==> src/rtl/adc_unpack_pkg.sv <==
// Package: shared types for the ADC unpacker.
// Assumes: nothing; holds only the record state encoding.
package adc_unpack_pkg;

    // Record phase: waiting for a selector word, or draining payload.
    typedef enum logic {
        PH_SELECT  = 1'b0,
        PH_PAYLOAD = 1'b1
    } rec_phase_t;

endpackage

==> src/rtl/adc_word_count.sv <==
// adc_word_count: from a selector word, computes how many payload words
// the record occupies (ceiling of the total code bits over the word width).
// Assumes: one selector bit per channel, NUM_CH <= WORD_W.
module adc_word_count #(
    parameter int NUM_CH  = 32,
    parameter int WORD_W  = 32,
    parameter int SHORT_W = 4,
    parameter int LONG_W  = 12,
    parameter int WL_W    = 4
) (
    input  logic [NUM_CH-1:0] sel_bits,
    output logic [WL_W-1:0]   word_cnt
);

    localparam int CNT_W = $clog2(NUM_CH + 1);

    logic [CNT_W-1:0] long_cnt;

    // Count channels that use the long code.
    always_comb begin
        long_cnt = '0;
        for (int i = 0; i < NUM_CH; i++) begin
            long_cnt = long_cnt + CNT_W'(sel_bits[i]);
        end
    end

    // Convert the bit total into a whole number of words.
    always_comb begin
        int total_bits;
        total_bits = NUM_CH * SHORT_W + int'(long_cnt) * (LONG_W - SHORT_W);
        word_cnt   = WL_W'((total_bits + WORD_W - 1) / WORD_W);
    end

endmodule

==> src/rtl/adc_bit_accum.sv <==
// adc_bit_accum: right-aligned bit accumulator. Consumed bits are shifted
// out at the bottom and new words are appended above the unread bits.
// Assumes: the caller never appends when fill - used + WORD_W > ACC_W.
module adc_bit_accum #(
    parameter int WORD_W = 32,
    parameter int LONG_W = 12,
    parameter int ACC_W  = 44,
    parameter int FILL_W = 6
) (
    input  logic              clk,
    input  logic              rst_n,
    input  logic              clear,
    input  logic              push,
    input  logic [WORD_W-1:0] push_word,
    input  logic [FILL_W-1:0] used,
    output logic [LONG_W-1:0] window,
    output logic [FILL_W-1:0] fill
);

    logic [ACC_W-1:0]  acc_q;
    logic [FILL_W-1:0] fill_q;
    logic [ACC_W-1:0]  acc_d;
    logic [FILL_W-1:0] fill_d;
    logic [FILL_W-1:0] keep;

    // Next accumulator contents: drop the used bits, append any new word.
    always_comb begin
        keep   = fill_q - used;
        acc_d  = acc_q >> used;
        fill_d = keep;
        if (push) begin
            acc_d  = acc_d | ({{(ACC_W-WORD_W){1'b0}}, push_word} << keep);
            fill_d = keep + FILL_W'(WORD_W);
        end
    end

    // Register the accumulator; reset and record end discard everything.
    always_ff @(posedge clk) begin
        if (!rst_n || clear) begin
            acc_q  <= '0;
            fill_q <= '0;
        end else begin
            acc_q  <= acc_d;
            fill_q <= fill_d;
        end
    end

    assign window = acc_q[LONG_W-1:0];
    assign fill   = fill_q;

endmodule

==> src/rtl/adc_sample_fmt.sv <==
// adc_sample_fmt: turns the low accumulator bits into an output value.
// A short code is sign-extended, a long code passes through.
// Assumes: window holds at least the selected code width of valid bits.
module adc_sample_fmt #(
    parameter int SHORT_W = 4,
    parameter int LONG_W  = 12
) (
    input  logic [LONG_W-1:0] window,
    input  logic              is_long,
    output logic [LONG_W-1:0] value
);

    // Pick the width and extend the short code's sign bit.
    always_comb begin
        if (is_long) begin
            value = window;
        end else begin
            value = {{(LONG_W-SHORT_W){window[SHORT_W-1]}}, window[SHORT_W-1:0]};
        end
    end

endmodule

==> src/rtl/adc_record_ctrl.sv <==
// adc_record_ctrl: sequences one record. It latches the selector word,
// walks the channels, counts the remaining payload words and decides when
// input is accepted and when a channel is output.
// Assumes: records are well formed (selector then the implied word count).
module adc_record_ctrl
    import adc_unpack_pkg::*;
#(
    parameter int NUM_CH  = 32,
    parameter int WORD_W  = 32,
    parameter int SHORT_W = 4,
    parameter int LONG_W  = 12,
    parameter int FILL_W  = 6,
    parameter int WL_W    = 4,
    parameter int CH_W    = 5
) (
    input  logic              clk,
    input  logic              rst_n,
    input  logic              in_valid,
    input  logic [WORD_W-1:0] in_data,
    input  logic [WL_W-1:0]   word_cnt,
    input  logic [FILL_W-1:0] fill,
    output logic              in_ready,
    output logic              push,
    output logic              emit,
    output logic              last,
    output logic              is_long,
    output logic [FILL_W-1:0] used,
    output logic [CH_W-1:0]   chan,
    output logic [NUM_CH-1:0] sel_q,
    output logic              payload_active
);

    localparam logic [FILL_W-1:0] SHORT_F = FILL_W'(SHORT_W);
    localparam logic [FILL_W-1:0] LONG_F  = FILL_W'(LONG_W);
    localparam logic [CH_W-1:0]   LAST_CH = CH_W'(NUM_CH - 1);

    rec_phase_t        phase_q;
    logic [CH_W-1:0]   chan_q;
    logic [WL_W-1:0]   words_left_q;
    logic [FILL_W-1:0] need;
    logic              sel_take;

    // Decode the current channel's code width and the handshake decisions.
    always_comb begin
        is_long  = sel_q[chan_q];
        need     = is_long ? LONG_F : SHORT_F;
        emit     = (phase_q == PH_PAYLOAD) && (fill >= need);
        last     = emit && (chan_q == LAST_CH);
        used     = emit ? need : '0;
        if (phase_q == PH_SELECT) begin
            in_ready = 1'b1;
        end else begin
            in_ready = (words_left_q != '0) && (fill < LONG_F);
        end
        sel_take = (phase_q == PH_SELECT) && in_valid;
        push     = (phase_q == PH_PAYLOAD) && in_valid && in_ready;
    end

    // Record state: selector capture, channel walk and word budget.
    always_ff @(posedge clk) begin
        if (!rst_n) begin
            phase_q      <= PH_SELECT;
            chan_q       <= '0;
            words_left_q <= '0;
            sel_q        <= '0;
        end else begin
            if (sel_take) begin
                sel_q        <= in_data[NUM_CH-1:0];
                chan_q       <= '0;
                words_left_q <= word_cnt;
                phase_q      <= PH_PAYLOAD;
            end else begin
                if (push) begin
                    words_left_q <= words_left_q - 1'b1;
                end
                if (emit) begin
                    chan_q <= chan_q + 1'b1;
                end
                if (last) begin
                    phase_q <= PH_SELECT;
                end
            end
        end
    end

    assign chan           = chan_q;
    assign payload_active = (phase_q == PH_PAYLOAD);

endmodule

==> src/rtl/adc_unpack.sv <==
// adc_unpack: top of the variable-width ADC sample unpacker. Accepts a
// selector word then a packed payload, and outputs one channel per cycle.
// Assumes: the output side always accepts; records are well formed.
module adc_unpack #(
    parameter int NUM_CH  = 32,
    parameter int WORD_W  = 32,
    parameter int SHORT_W = 4,
    parameter int LONG_W  = 12
) (
    input  logic                      clk,
    input  logic                      rst_n,
    input  logic                      in_valid,
    input  logic [WORD_W-1:0]         in_data,
    output logic                      in_ready,
    output logic                      out_valid,
    output logic [$clog2(NUM_CH)-1:0] out_chan,
    output logic [LONG_W-1:0]         out_value,
    output logic                      out_last
);

    localparam int CH_W   = $clog2(NUM_CH);
    localparam int ACC_W  = WORD_W + LONG_W;
    localparam int FILL_W = $clog2(ACC_W + 1);
    localparam int MAX_WD = (NUM_CH * LONG_W + WORD_W - 1) / WORD_W;
    localparam int WL_W   = $clog2(MAX_WD + 1);

    logic [WL_W-1:0]   word_cnt;
    logic [FILL_W-1:0] fill_bits;
    logic [FILL_W-1:0] used_bits;
    logic [LONG_W-1:0] window;
    logic              push;
    logic              emit;
    logic              last;
    logic              is_long;
    logic [CH_W-1:0]   chan;
    logic [NUM_CH-1:0] sel_bits;
    logic              payload_active;

    adc_word_count #(
        .NUM_CH (NUM_CH),
        .WORD_W (WORD_W),
        .SHORT_W(SHORT_W),
        .LONG_W (LONG_W),
        .WL_W   (WL_W)
    ) u_wcount (
        .sel_bits(in_data[NUM_CH-1:0]),
        .word_cnt(word_cnt)
    );

    adc_record_ctrl #(
        .NUM_CH (NUM_CH),
        .WORD_W (WORD_W),
        .SHORT_W(SHORT_W),
        .LONG_W (LONG_W),
        .FILL_W (FILL_W),
        .WL_W   (WL_W),
        .CH_W   (CH_W)
    ) u_ctrl (
        .clk           (clk),
        .rst_n         (rst_n),
        .in_valid      (in_valid),
        .in_data       (in_data),
        .word_cnt      (word_cnt),
        .fill          (fill_bits),
        .in_ready      (in_ready),
        .push          (push),
        .emit          (emit),
        .last          (last),
        .is_long       (is_long),
        .used          (used_bits),
        .chan          (chan),
        .sel_q         (sel_bits),
        .payload_active(payload_active)
    );

    adc_bit_accum #(
        .WORD_W(WORD_W),
        .LONG_W(LONG_W),
        .ACC_W (ACC_W),
        .FILL_W(FILL_W)
    ) u_accum (
        .clk      (clk),
        .rst_n    (rst_n),
        .clear    (last),
        .push     (push),
        .push_word(in_data),
        .used     (used_bits),
        .window   (window),
        .fill     (fill_bits)
    );

    adc_sample_fmt #(
        .SHORT_W(SHORT_W),
        .LONG_W (LONG_W)
    ) u_fmt (
        .window (window),
        .is_long(is_long),
        .value  (out_value)
    );

    assign out_valid = emit;
    assign out_chan  = chan;
    assign out_last  = last;

endmodule

==> config.mk <==
export PLATFORM = sky130hd
export DESIGN_NAME = adc_unpack
export DESIGN_NICKNAME = d
export VERILOG_FILES = /design/src/rtl/adc_unpack_pkg.sv /design/src/rtl/adc_word_count.sv /design/src/rtl/adc_bit_accum.sv /design/src/rtl/adc_sample_fmt.sv /design/src/rtl/adc_record_ctrl.sv /design/src/rtl/adc_unpack.sv
export SDC_FILE = /design/constraint.sdc
export NUM_CORES = 1
export LEC_CHECK = 0
export ABC_AREA = 0
export BUFFER_PORTS_ARGS = -buffer_cell sky130_fd_sc_hd__buf_4
export CAP_MARGIN = 20
export CORE_UTILIZATION = 49
export DETAILED_ROUTE_END_ITERATION = 8
export PLACE_DENSITY = 0.72
export SETUP_SLACK_MARGIN = 0.1
export SYNTH_ARGS = -nofsm -noshare
export SYNTH_HDL_FRONTEND = slang
export SYNTH_SLANG_ARGS = --single-unit
==> constraint.sdc <==
create_clock -name clk -period 15.26 [get_ports clk]
set_input_delay 1.526 -clock clk [delete_from_list [all_inputs] [get_ports clk]]
set_output_delay 1.526 -clock clk [all_outputs]
set_load 0.03 [all_outputs]
# == Word level (Yosys, flattened, before mapping) ==
# Cells that the tools add are included.
# op_classes
bitwise_logic,4
reduce_logical,13
n_mux,12
eq_ne,1
n_lt_le_gt_ge,3
addsub,39
n_shift,2
# ops
op,count
$add 6x1->6,30
$mux 44,1
$or 44x44->44,1
$shl 32x6->44,1
$shr 44x6->44,1
$add 32x7->32 const B,1
$sub 32x2->32 const B,1
$mux 12,1
$mux 4,3
$mux 6,2
$add 8x9->10 const A,1
$add 6x6->6 const B,1
$ge 6x6->1,1
$logic_and 1x1->1,6
$lt 5x6->1 const B,1
$lt 6x4->1 const B,1
$sub 6x6->6,1
$add 5x1->5 const B,1
$bmux 1 s5,1
$eq 5x5->1 const B,1
$reduce_or 5->1,1
$add 4x1->4,1
$mux 1,4
$reduce_bool 2->1,2
other kinds (8),9
# totals
elab_cells,80
register_bits,92
out_inout_bits,20
inputBits,35

# == Longest topological paths before layout ==
# Gate-level depths: netlist (run 1).
# depth
word_depth,38
ltp_mapped,25
ltp_nobuf,20

# == By module ==
# From an unflattened synthesis (run 1), not the netlist that was laid out.
# unflattened
hier_cells,1142
area_unflattened_um2,9431.5
# modules_own_cells
module,cells_per_inst,n_inst,area_each_um2,seq_area_each_um2
adc_bit_accum,765,1,6142.1,1001.0
adc_record_ctrl,260,1,2199.6,840.8
adc_word_count,104,1,928.4,0.0
adc_sample_fmt,13,1,161.4,0.0

# == Least setup slack after synthesis (run 1) ==
# No wires, ideal clock.
# synth_timing
path_type,input -> register
from,input in_data[0]
to,register u_ctrl.words_left_q[3]
n_path_buf,0
required_time_ns,15.134
path_stages,17
setup_ns,0.126
t_arrival_ns,6.424
path_slack_ns,8.710
cell_sequence,ha_1 > inv_1 > fa_1 > fa_1 > fa_1 > fa_1 > fa_1 > fa_1 > inv_1 > fa_1 > fa_1 > xnor2_1 > nor2_1 > nor4b_1 > a31oi_1 > o21ai_0 > a21boi_0
# synth_via
elab_chain_cells,38
# synth_lines
item,line,source
from (decl),adc_unpack.sv:13,"input logic [WORD_W-1:0] in_data,"
$add 1x1->2 (*),adc_word_count.sv:23,long_cnt = long_cnt + CNT_W'(sel_bits[i]);
$add 6x1->6 (*) (30 in a row),adc_word_count.sv:23,
$add 8x9->10 (*),adc_word_count.sv:30,total_bits = NUM_CH * SHORT_W + int'(long_cnt) * (LONG_W - SHORT_W);
$add 32x7->32 (*),adc_word_count.sv:31,word_cnt = WL_W'((total_bits + WORD_W - 1) / WORD_W);
$sub 32x2->32 (*),adc_word_count.sv:31,
$reduce_or 5->1 (no line),n/a,
$and 1x1->1 (no line),n/a,
$add 4x1->4 (no line) (*),n/a,
$mux 4 (*),adc_record_ctrl.sv:67,if (sel_take) begin
to (signal assigned),adc_record_ctrl.sv:70,words_left_q <= word_cnt;
to (signal assigned),adc_record_ctrl.sv:74,words_left_q <= words_left_q - 1'b1;
to (decl),adc_record_ctrl.sv:39,logic [WL_W-1:0] words_left_q;
# Mark *: on every way between the ends. The rest lies on a longest branch, timed or not.
# A chain may end at the register's enable or synchronous reset.

# == Final worst setup path (run 1) ==
# layout_timing
from,register u_ctrl.chan_q[1] (netlist: u_ctrl.chan[1])
to,register u_accum.acc_q[12]
# layout_via
elab_chain_cells,10
elab_cells_between_ends,14
classes_between,add/sub (1); order compare (1); eq/ne (1); shift (2); mux (5); bitwise (1); reduce/logical (3)
# layout_lines
item,line,source
from (decl),adc_record_ctrl.sv:38,logic [CH_W-1:0] chan_q;
from (signal assigned),adc_record_ctrl.sv:77,chan_q <= chan_q + 1'b1;
$bmux 1 s5,adc_record_ctrl.sv:45,is_long = sel_q[chan_q];
$mux 1 (not written as such),adc_record_ctrl.sv:45,
$mux 4,adc_record_ctrl.sv:46,need = is_long ? LONG_F : SHORT_F;
$ge 6x6->1,adc_record_ctrl.sv:47,emit = (phase_q == PH_PAYLOAD) && (fill >= need);
$logic_and 1x1->1,adc_record_ctrl.sv:47,
$mux 6,adc_record_ctrl.sv:49,used = emit ? need : '0;
$sub 6x6->6,adc_bit_accum.sv:28,keep = fill_q - used;
$shl 32x6->44,adc_bit_accum.sv:32,"acc_d = acc_d | ({{(ACC_W-WORD_W){1'b0}}, push_word} << keep);"
$or 44x44->44,adc_bit_accum.sv:32,
$mux 44,adc_bit_accum.sv:31,if (push) begin
to (signal assigned),adc_bit_accum.sv:40,acc_q <= '0;
to (signal assigned),adc_bit_accum.sv:43,acc_q <= acc_d;
to (decl),adc_bit_accum.sv:20,logic [ACC_W-1:0] acc_q;
# Parallel ways exist; a longest one is shown, timed or not. The select of a mux whose other input is x is not followed.

==> impl_metrics.py, run 1 <==
metrics = {
    "flow_run": {
        "timing.max_cap.violations": 0,
    },
    "sta": {
        "timing_max_transition_violations_final": 0,
        "timing.final.hold_violations": 0,
        "worst-slew-pin-transition_ns": 1.07,
        "max_freq_mhz": 148,
        "finalCritPeriodShare_pct": 44.2,
        "fin_setup_tns_ns": 0,
        "worst_clock_skew_ns": 0.00737,
        "timing.final.setup_violations": 0,
        "grt_setup_unrepaired": "false",
        "final.min_clock_period_ns": 6.75,
        "timing.final.ws_setup_ns": 8.51,
        "slew-limit-headroom_pct": 28.4,
    },
    "critical_path": {
        "worst_path_largest_cell_delay_ns": 0.73,
        "timing.critical_path.fanout_max": 56,
        "cp.buffers_inverters": 5,
        "crit_path_cell_trace": "mux4_1 > nand2b_1 > o311ai_2 > and4_4 > ha_1 > and2_1 > o41ai_2 > buf_4 > inv_2 > buf_4 > ha_1 > inv_1 > fa_1 > xor2_2 > buf_4 > nand2_1 > nor2_1 > a21oi_1 > a221oi_1",
        "crit_path_frequent_cell": "sky130_fd_sc_hd__buf_4",
        "critical-path-top-delay-family": "simple AND/OR/NAND/NOR gates",
        "worstPathArrival_ns": 6.99,
        "ff2ff_path_depth": 19,
        "slowest_stage": "sky130_fd_sc_hd__dfxtp_1",
        "timing.critical_path.depth": 19,
        "setup_crit_end_kind": "flip-flop",
        "startpoint_type_of_the_worst_setup_path": "flip-flop",
        "timing_worst_setup_path_type": "flip-flop to flip-flop",
        "critPathRequiredTime_ns": 15.50,
    },
    "global_route": {
        "grt_first_pass_wirelength_um": 29300,
        "grt_util_all_layers_pct": 25.9,
        "grt_pass1_vias": 5582,
        "grt_start_max_net_pins": 57,
        "overflow": 0,
        "antenna_violations_before_repair": 0,
    },
    "cells_and_area": {
        "nNetsFinal": 925,
        "areaGrowthSynthToFinish_pct": 9.55,
        "final_cell_mix": "171 x sky130_fd_sc_hd__nand2_1, 90 x sky130_fd_sc_hd__dfxtp_1, 65 x sky130_fd_sc_hd__buf_4",
        "drive_gt1_share_pct": 16.1,
        "fillers": 1275,
        "mostFrequentLayoutCell": "sky130_fd_sc_hd__nand2_1",
        "num_antenna_cells": 0,
    },
    "synthesis": {
        "synth_seq_cells": 90,
        "ys_dominant_reg_cell": "sky130_fd_sc_hd__dfxtp_1",
        "mappedNetlistNets": 917,
        "syn_avg_cell_area_um2": 8.12,
        "number_of_synthesized_flops_with_an_enable_pin": 0,
        "yosysUniqueCellTypes": 58,
        "synth.yosys.seq_area_share_pct": 26.3,
        "syn_area_um2": 6840,
        "syn-instance-count": 842,
        "async_reset_ff_share_pct": 0,
        "synthesis.yosys.warnings": 0,
    },
    "routing": {
        "drtPass1Iterations": 6,
        "route.antenna.remaining_nets": 0,
        "detail_route.wirelength_um": 17600,
        "detail_route.drc_violations": 0,
        "routed-via-count": 5980,
        "route.detailed.wl_per_inst_um": 17.2,
        "drt_iter0_markers": 679,
        "vias_per_cell": 5.82,
    },
    "floorplanning": {
        "rows": 42,
        "floorplan.initialDensity_pct": 50.8,
        "core-area_um2": 13500,
        "dieWidth_um": 120,
        "die_area_um2": 14400,
        "design.portCount": 55,
        "die_height_um": 120,
    },
    "power_and_ir_drop": {
        "static_leakage_nw": 3.01,
        "finalPower_mw": 1.70,
        "power-per-cell-area_nw_per_um2": 227,
        "power.ir.vdd_worst_v": 0.000259,
    },
    "cts": {
        "cts_max_path_buffers": 2,
        "tritoncts.num_buffers": 9,
        "number_of_gates_resized_after_cts": 0,
        "clock_root_buffer": "sky130_fd_sc_hd__clkbuf_16",
        "cts.htree.levels": 3,
        "cts_tree": "yes",
        "clkLatencyLatePin_ns": 0.35,
        "cts_hold_buffers": 0,
        "post-cts-setup-buffer-count": 0,
        "clkTransAtPathRegs_ns": 0.07,
        "cts.sink_count": 90,
    },
    "place": {
        "globalplace.congestion": 0.893,
        "pre_cts_slack_ns": 8.29,
        "io_buffer_count": 54,
        "dpl.hpwl_um": 12800,
    },
    "worst_hold_path": {
        "hold_path_depth": 2,
        "hold_class": "flip-flop to flip-flop",
    },
    "outcome": {
        "run_status": "finished clean",
    },
}
==> synthesized netlist by cell type, types with 3 or more instances <==
cell / n / area (um2)
sky130_fd_sc_hd__a2111oi_0: 7 / 61.3
sky130_fd_sc_hd__a211oi_1: 10 / 75.1
sky130_fd_sc_hd__a211oi_2: 5 / 62.6
sky130_fd_sc_hd__a21boi_0: 34 / 255
sky130_fd_sc_hd__a21o_1: 4 / 30.0
sky130_fd_sc_hd__a21oi_1: 38 / 190
sky130_fd_sc_hd__a221oi_1: 4 / 35.0
sky130_fd_sc_hd__a222oi_1: 3 / 30.0
sky130_fd_sc_hd__a22o_1: 5 / 43.8
sky130_fd_sc_hd__a22oi_1: 3 / 22.5
sky130_fd_sc_hd__a31oi_1: 12 / 75.1
sky130_fd_sc_hd__and2_1: 17 / 106
sky130_fd_sc_hd__buf_1: 8 / 30.0
sky130_fd_sc_hd__buf_2: 7 / 35.0
sky130_fd_sc_hd__buf_4: 7 / 52.6
sky130_fd_sc_hd__buf_6: 4 / 45.0
sky130_fd_sc_hd__clkbuf_1: 41 / 154
sky130_fd_sc_hd__dfxtp_1: 90 / 1800
sky130_fd_sc_hd__fa_1: 25 / 500
sky130_fd_sc_hd__ha_1: 15 / 188
sky130_fd_sc_hd__inv_1: 56 / 210
sky130_fd_sc_hd__mux2_2: 14 / 158
sky130_fd_sc_hd__mux2_4: 8 / 120
sky130_fd_sc_hd__mux2i_1: 46 / 460
sky130_fd_sc_hd__mux4_2: 6 / 135
sky130_fd_sc_hd__nand2_1: 171 / 642
sky130_fd_sc_hd__nand2b_1: 4 / 25.0
sky130_fd_sc_hd__nand3_1: 20 / 100
sky130_fd_sc_hd__nand4b_1: 3 / 26.3
sky130_fd_sc_hd__nor2_1: 49 / 184
sky130_fd_sc_hd__nor2b_1: 6 / 37.5
sky130_fd_sc_hd__nor3_1: 25 / 125
sky130_fd_sc_hd__nor4_2: 6 / 75.1
sky130_fd_sc_hd__nor4_4: 4 / 85.1
sky130_fd_sc_hd__o2111ai_1: 9 / 78.8
sky130_fd_sc_hd__o211ai_1: 7 / 52.6
sky130_fd_sc_hd__o21ai_0: 30 / 150
sky130_fd_sc_hd__or2_2: 3 / 18.8
sky130_fd_sc_hd__xnor2_1: 6 / 52.6
sky130_fd_sc_hd__xor2_1: 6 / 52.6
==> per-stage QoR <==
| step | std cells | cell area [um2] | hold WS (ns) | util (%) |
|---|---|---|---|---|
| 2_1_floorplan | 842 | 6840 | 0.439 | - |
| 3_3_place_gp | 1015 | 7240 | 0.448 | 53.9 |
| 3_5_place_dp | 1015 | 7240 | 0.455 | 53.9 |
| 4_1_cts | 1028 | 7490 | 0.462 | 55.7 |
| 5_1_grt | 1028 | 7490 | 0.485 | 55.7 |
| 6_report | 1028 | 7490 | 0.459 | 55.7 |
==> where the power goes <==
part / switching (mW) / total [mW] / internal [mW] / leakage, nW
sequential: 0.0441 / 0.327 / 0.283 / 0.734
clock: 0.0932 / 0.201 / 0.107 / 0.116
combinational: 0.716 / 1.18 / 0.460 / 2.16
==> area by class of cell <==
class	instances	area (um2)	area share (%)
Sequential cell	90	1800	24.0
Clock inverter	3	20.0	0.267
Inverter	59	221	2.96
Timing Repair Buffer	65	488	6.51
Multi-Input combinational cell	625	4510	60.2
Tap cell	176	220	2.94
Clock buffer	10	229	3.06
==> logic make-up after synthesis <==
| family | synth area share, % |
|---|---|
| AO/OA/AOI/OAI | 18.4 |
| AND/OR/NAND/NOR | 22.0 |
| adder cells (fa/ha/maj) | 10.1 |
| XOR/XNOR | 1.54 |
| buffers and inverters | 8.16 |
| multiplexers | 13.5 |
| flip-flops | 26.3 |
==> flip-flops by register name, indices dropped and copies added (netlist names) <==
register,cells
u_accum.acc_q,44
u_accum.fill,4
u_ctrl.chan,5
u_ctrl.payload_active,1
u_ctrl.sel_q,32
u_ctrl.words_left_q,4
==> path summary, 6_finish.rpt <==
kind	endpoint	slack, ns	from
setup / recovery	u_accum.acc_q[12]	8.51	u_ctrl.chan[1]
hold / removal	u_ctrl.sel_q[13]	0.46	u_ctrl.sel_q[13]
setup reg to reg	u_accum.acc_q[12]	8.51	u_ctrl.chan[1]
hold reg to reg	u_ctrl.sel_q[13]	0.46	u_ctrl.sel_q[13]
==> worst register-to-register path, stage by stage, from the launching register on <==
cell	delay [ns]
sky130_fd_sc_hd__dfxtp_1	0.73
sky130_fd_sc_hd__mux4_1	0.68
sky130_fd_sc_hd__nand2b_1	0.18
sky130_fd_sc_hd__o311ai_2	0.12
sky130_fd_sc_hd__and4_4	0.71
sky130_fd_sc_hd__ha_1	0.37
sky130_fd_sc_hd__and2_1	0.16
sky130_fd_sc_hd__o41ai_2	0.20
sky130_fd_sc_hd__buf_4	0.60
sky130_fd_sc_hd__inv_2	0.04
sky130_fd_sc_hd__buf_4	0.30
sky130_fd_sc_hd__ha_1	0.29
sky130_fd_sc_hd__inv_1	0.06
sky130_fd_sc_hd__fa_1	0.26
sky130_fd_sc_hd__xor2_2	0.14
sky130_fd_sc_hd__buf_4	0.35
sky130_fd_sc_hd__nand2_1	0.31
sky130_fd_sc_hd__nor2_1	0.69
sky130_fd_sc_hd__a21oi_1	0.16
sky130_fd_sc_hd__a221oi_1	0.28
==> layer usage <==
layer	share of wire (%)	wire [um]	up-vias	GRT usage, %
li1	-	-	2911	-
met1	48	8430	2839	37.2
met2	45	7870	205	39.5
met3	5.7	1000	25	4.18
met4	1.9	329	0	8.13
met5	0	0	-	0
No activity file was read; power rests on OpenSTA's default activity.
==> inputs of run 2 (changes only) <==
- clock period: 15.26 -> 6.3 ns (I/O delays scaled with it)
==> run 2 against run 1 <==
Net effect: cell count rose by 0.97%; cell area increased by 1.6%; flip-flop and latch count did not move; critical endpoint is now u_ctrl.words_left_q[3]; worst setup slack lost 8.0 ns; register-to-register slack got worse by 7.8 ns; sequential share of layout area is 0.38 points lower; clock skew rose by 0.0046 ns; combinational power increased by 150%; worst hold slack better by 0.0014 ns; wire length increased by 4.2%; global-route usage grew 1.4 points.
==> impl_metrics.py, run 2 (synthesis results as in run 1) <==
metrics = {
    "critical_path": {
        "timing_worst_setup_path_type": "input pin to flip-flop",
        "setup_crit_end_kind": "flip-flop",
        "startpoint_type_of_the_worst_setup_path": "input pin",
        "critPathRequiredTime_ns": 6.58,
        "reg2reg_slack_ns": 0.69,
        "timing.critical_path.fanout_max": 6,
        "worstPathArrival_ns": 6.06,
        "crit_start": "in_data[0]",
        "r2r-start": "u_ctrl.chan[2]",
    },
    "outcome": {
        "run_status": "finished clean",
    },
    "sta": {
        "timing.final.setup_violations": 0,
        "worst-slew-pin-transition_ns": 1.10,
        "slew-limit-headroom_pct": 26.2,
        "fin_setup_tns_ns": 0,
        "hold_slack_ns": 0.461,
        "worst_clock_skew_ns": 0.0119,
        "timing_max_transition_violations_final": 0,
        "finalCritPeriodShare_pct": 91.7,
        "max_freq_mhz": 173,
        "final.min_clock_period_ns": 5.78,
        "grt_setup_unrepaired": "false",
        "timing.final.hold_violations": 0,
    },
    "routing": {
        "drtPass1Iterations": 5,
        "routed-via-count": 6101,
        "detail_route.wirelength_um": 18400,
        "route.detailed.wl_per_inst_um": 17.7,
        "drt_iter0_markers": 637,
        "vias_per_cell": 5.88,
        "route.antenna.remaining_nets": 0,
        "detail_route.drc_violations": 0,
    },
    "power_and_ir_drop": {
        "switchingPower_mw": 2.14,
        "power.ir.vdd_worst_v": 0.000906,
        "portion_of_total_power_attributed_to_the_clock_network_pct": 13.2,
        "p_sw_share_pct": 49.8,
        "seq_power_share_pct": 18.4,
        "power-per-cell-area_nw_per_um2": 566,
        "intPower_mw": 2.16,
        "static_leakage_nw": 3.08,
        "power.share.combinational_pct": 68.5,
    },
    "cts": {
        "cts.sink_count": 90,
        "clock_root_buffer": "sky130_fd_sc_hd__clkbuf_16",
        "cts.htree.levels": 3,
        "post-cts-setup-buffer-count": 0,
        "cts_hold_buffers": 0,
        "cts_max_path_buffers": 2,
        "number_of_gates_resized_after_cts": 0,
        "cts_tree": "yes",
        "clkTransAtPathRegs_ns": 0.06,
        "tritoncts.num_buffers": 9,
        "clkLatencyLatePin_ns": 0.36,
    },
    "worst_hold_path": {
        "hold_class": "flip-flop to flip-flop",
        "timing.hold.worst.start": "u_ctrl.sel_q[11]",
    },
    "floorplanning": {
        "dieWidth_um": 120,
        "die_height_um": 120,
        "design.portCount": 55,
        "die_area_um2": 14400,
        "rows": 42,
        "core-area_um2": 13500,
        "floorplan.initialDensity_pct": 50.8,
    },
    "place": {
        "placed_cells_incl_taps": 1021,
        "globalplace.congestion": 0.958,
        "io_buffer_count": 54,
        "dpl.hpwl_um": 13400,
    },
    "cells_and_area": {
        "regMostFlops": "u_accum.acc_q",
        "num_antenna_cells": 0,
        "final_cell_mix": "171 x sky130_fd_sc_hd__nand2_1, 90 x sky130_fd_sc_hd__dfxtp_1, 71 x sky130_fd_sc_hd__buf_4",
        "layout.cells.non_filler": 1038,
        "largest_reg_flops": 44,
        "drive_gt1_share_pct": 16.9,
        "areaGrowthSynthToFinish_pct": 11.3,
        "nNetsFinal": 932,
        "mostFrequentLayoutCell": "sky130_fd_sc_hd__nand2_1",
    },
    "global_route": {
        "antenna_violations_before_repair": 0,
        "grt_pass1_vias": 5779,
        "grt_util_all_layers_pct": 27.3,
        "overflow": 0,
        "grt_first_pass_wirelength_um": 30600,
        "grt_start_max_net_pins": 55,
    },
    "flow_run": {
        "timing.max_cap.violations": 0,
    },
}
[run 2: cell count changes in the layout (fill, tap and decap cells not counted)]
cell / delta
sky130_fd_sc_hd__clkbuf_8: +1
sky130_fd_sc_hd__buf_12: +1
sky130_fd_sc_hd__inv_6: +3
sky130_fd_sc_hd__clkinvlp_4: -2
sky130_fd_sc_hd__buf_4: +6
sky130_fd_sc_hd__clkbuf_1: +1
sky130_fd_sc_hd__bufinv_16: +1
sky130_fd_sc_hd__clkinv_2: -1
[run 2: final timing paths]
kind	to	cells after the start
min reg2reg	u_ctrl.sel_q[11]	2
max reg2reg	u_accum.acc_q[2]	14
max	u_ctrl.words_left_q[3]	18
min	u_ctrl.sel_q[11]	2
[run 2: final cells by class]
type	instances	area, um2
fill	1326	5840
timing repair buffer	72	553
clock buffer	12	246
sequential	90	1800
tap	176	220
clock inverter	4	56.3
inverter	59	221
multi-input combinational	625	4510
[run 2: worst max-delay path, stage by stage]
cell	delay, ns
sky130_fd_sc_hd__buf_4	0.14
sky130_fd_sc_hd__ha_1	0.28
sky130_fd_sc_hd__inv_1	0.06
sky130_fd_sc_hd__fa_1	0.45
sky130_fd_sc_hd__fa_1	0.56
sky130_fd_sc_hd__fa_1	0.45
sky130_fd_sc_hd__fa_1	0.55
sky130_fd_sc_hd__fa_1	0.43
sky130_fd_sc_hd__fa_1	0.48
sky130_fd_sc_hd__inv_1	0.05
sky130_fd_sc_hd__fa_1	0.40
sky130_fd_sc_hd__fa_1	0.42
sky130_fd_sc_hd__xnor2_1	0.17
sky130_fd_sc_hd__nor2_1	0.34
sky130_fd_sc_hd__o2bb2ai_1	0.10
sky130_fd_sc_hd__a211oi_1	0.26
sky130_fd_sc_hd__o21ai_0	0.12
sky130_fd_sc_hd__a21boi_0	0.15
[run 2: per-layer routing]
layer | vias to the layer above | wire length [um] | GRT usage [%] | part of all wire [%]
met5 | - | 0 | 0 | 0
met4 | 0 | 551 | 10.5 | 3.0
met3 | 34 | 1310 | 6.08 | 7.1
met2 | 231 | 8230 | 41.7 | 45
met1 | 2903 | 8290 | 37.3 | 45
li1 | 2933 | - | - | -
[run 2: power by group through the flow]
stage | Sequential [mW] | Combinational (mW) | Clock, mW
2_1_floorplan | 0.769 | 2.29 | 0
3_3_place_gp | 0.800 | 2.84 | 0
3_5_place_dp | 0.804 | 2.88 | 0
4_1_cts | 0.791 | 2.90 | 0.576
5_1_grt | 0.809 | 3.28 | 0.601
6_report | 0.791 | 2.95 | 0.567
[run 2: through the flow]
| stage | cell area [um2] | power, mW | setup WS (ns) | utilization [%] |
|---|---|---|---|---|
| 2_1_floorplan | 6840 | 3.06 | 0.646 | - |
| 3_3_place_gp | 7290 | 3.64 | 0.280 | 54.2 |
| 3_5_place_dp | 7290 | 3.68 | 0.179 | 54.2 |
| 4_1_cts | 7590 | 4.27 | 0.555 | 56.4 |
| 5_1_grt | 7610 | 4.69 | 0.219 | 56.6 |
| 6_report | 7610 | 4.31 | 0.520 | 56.6 |
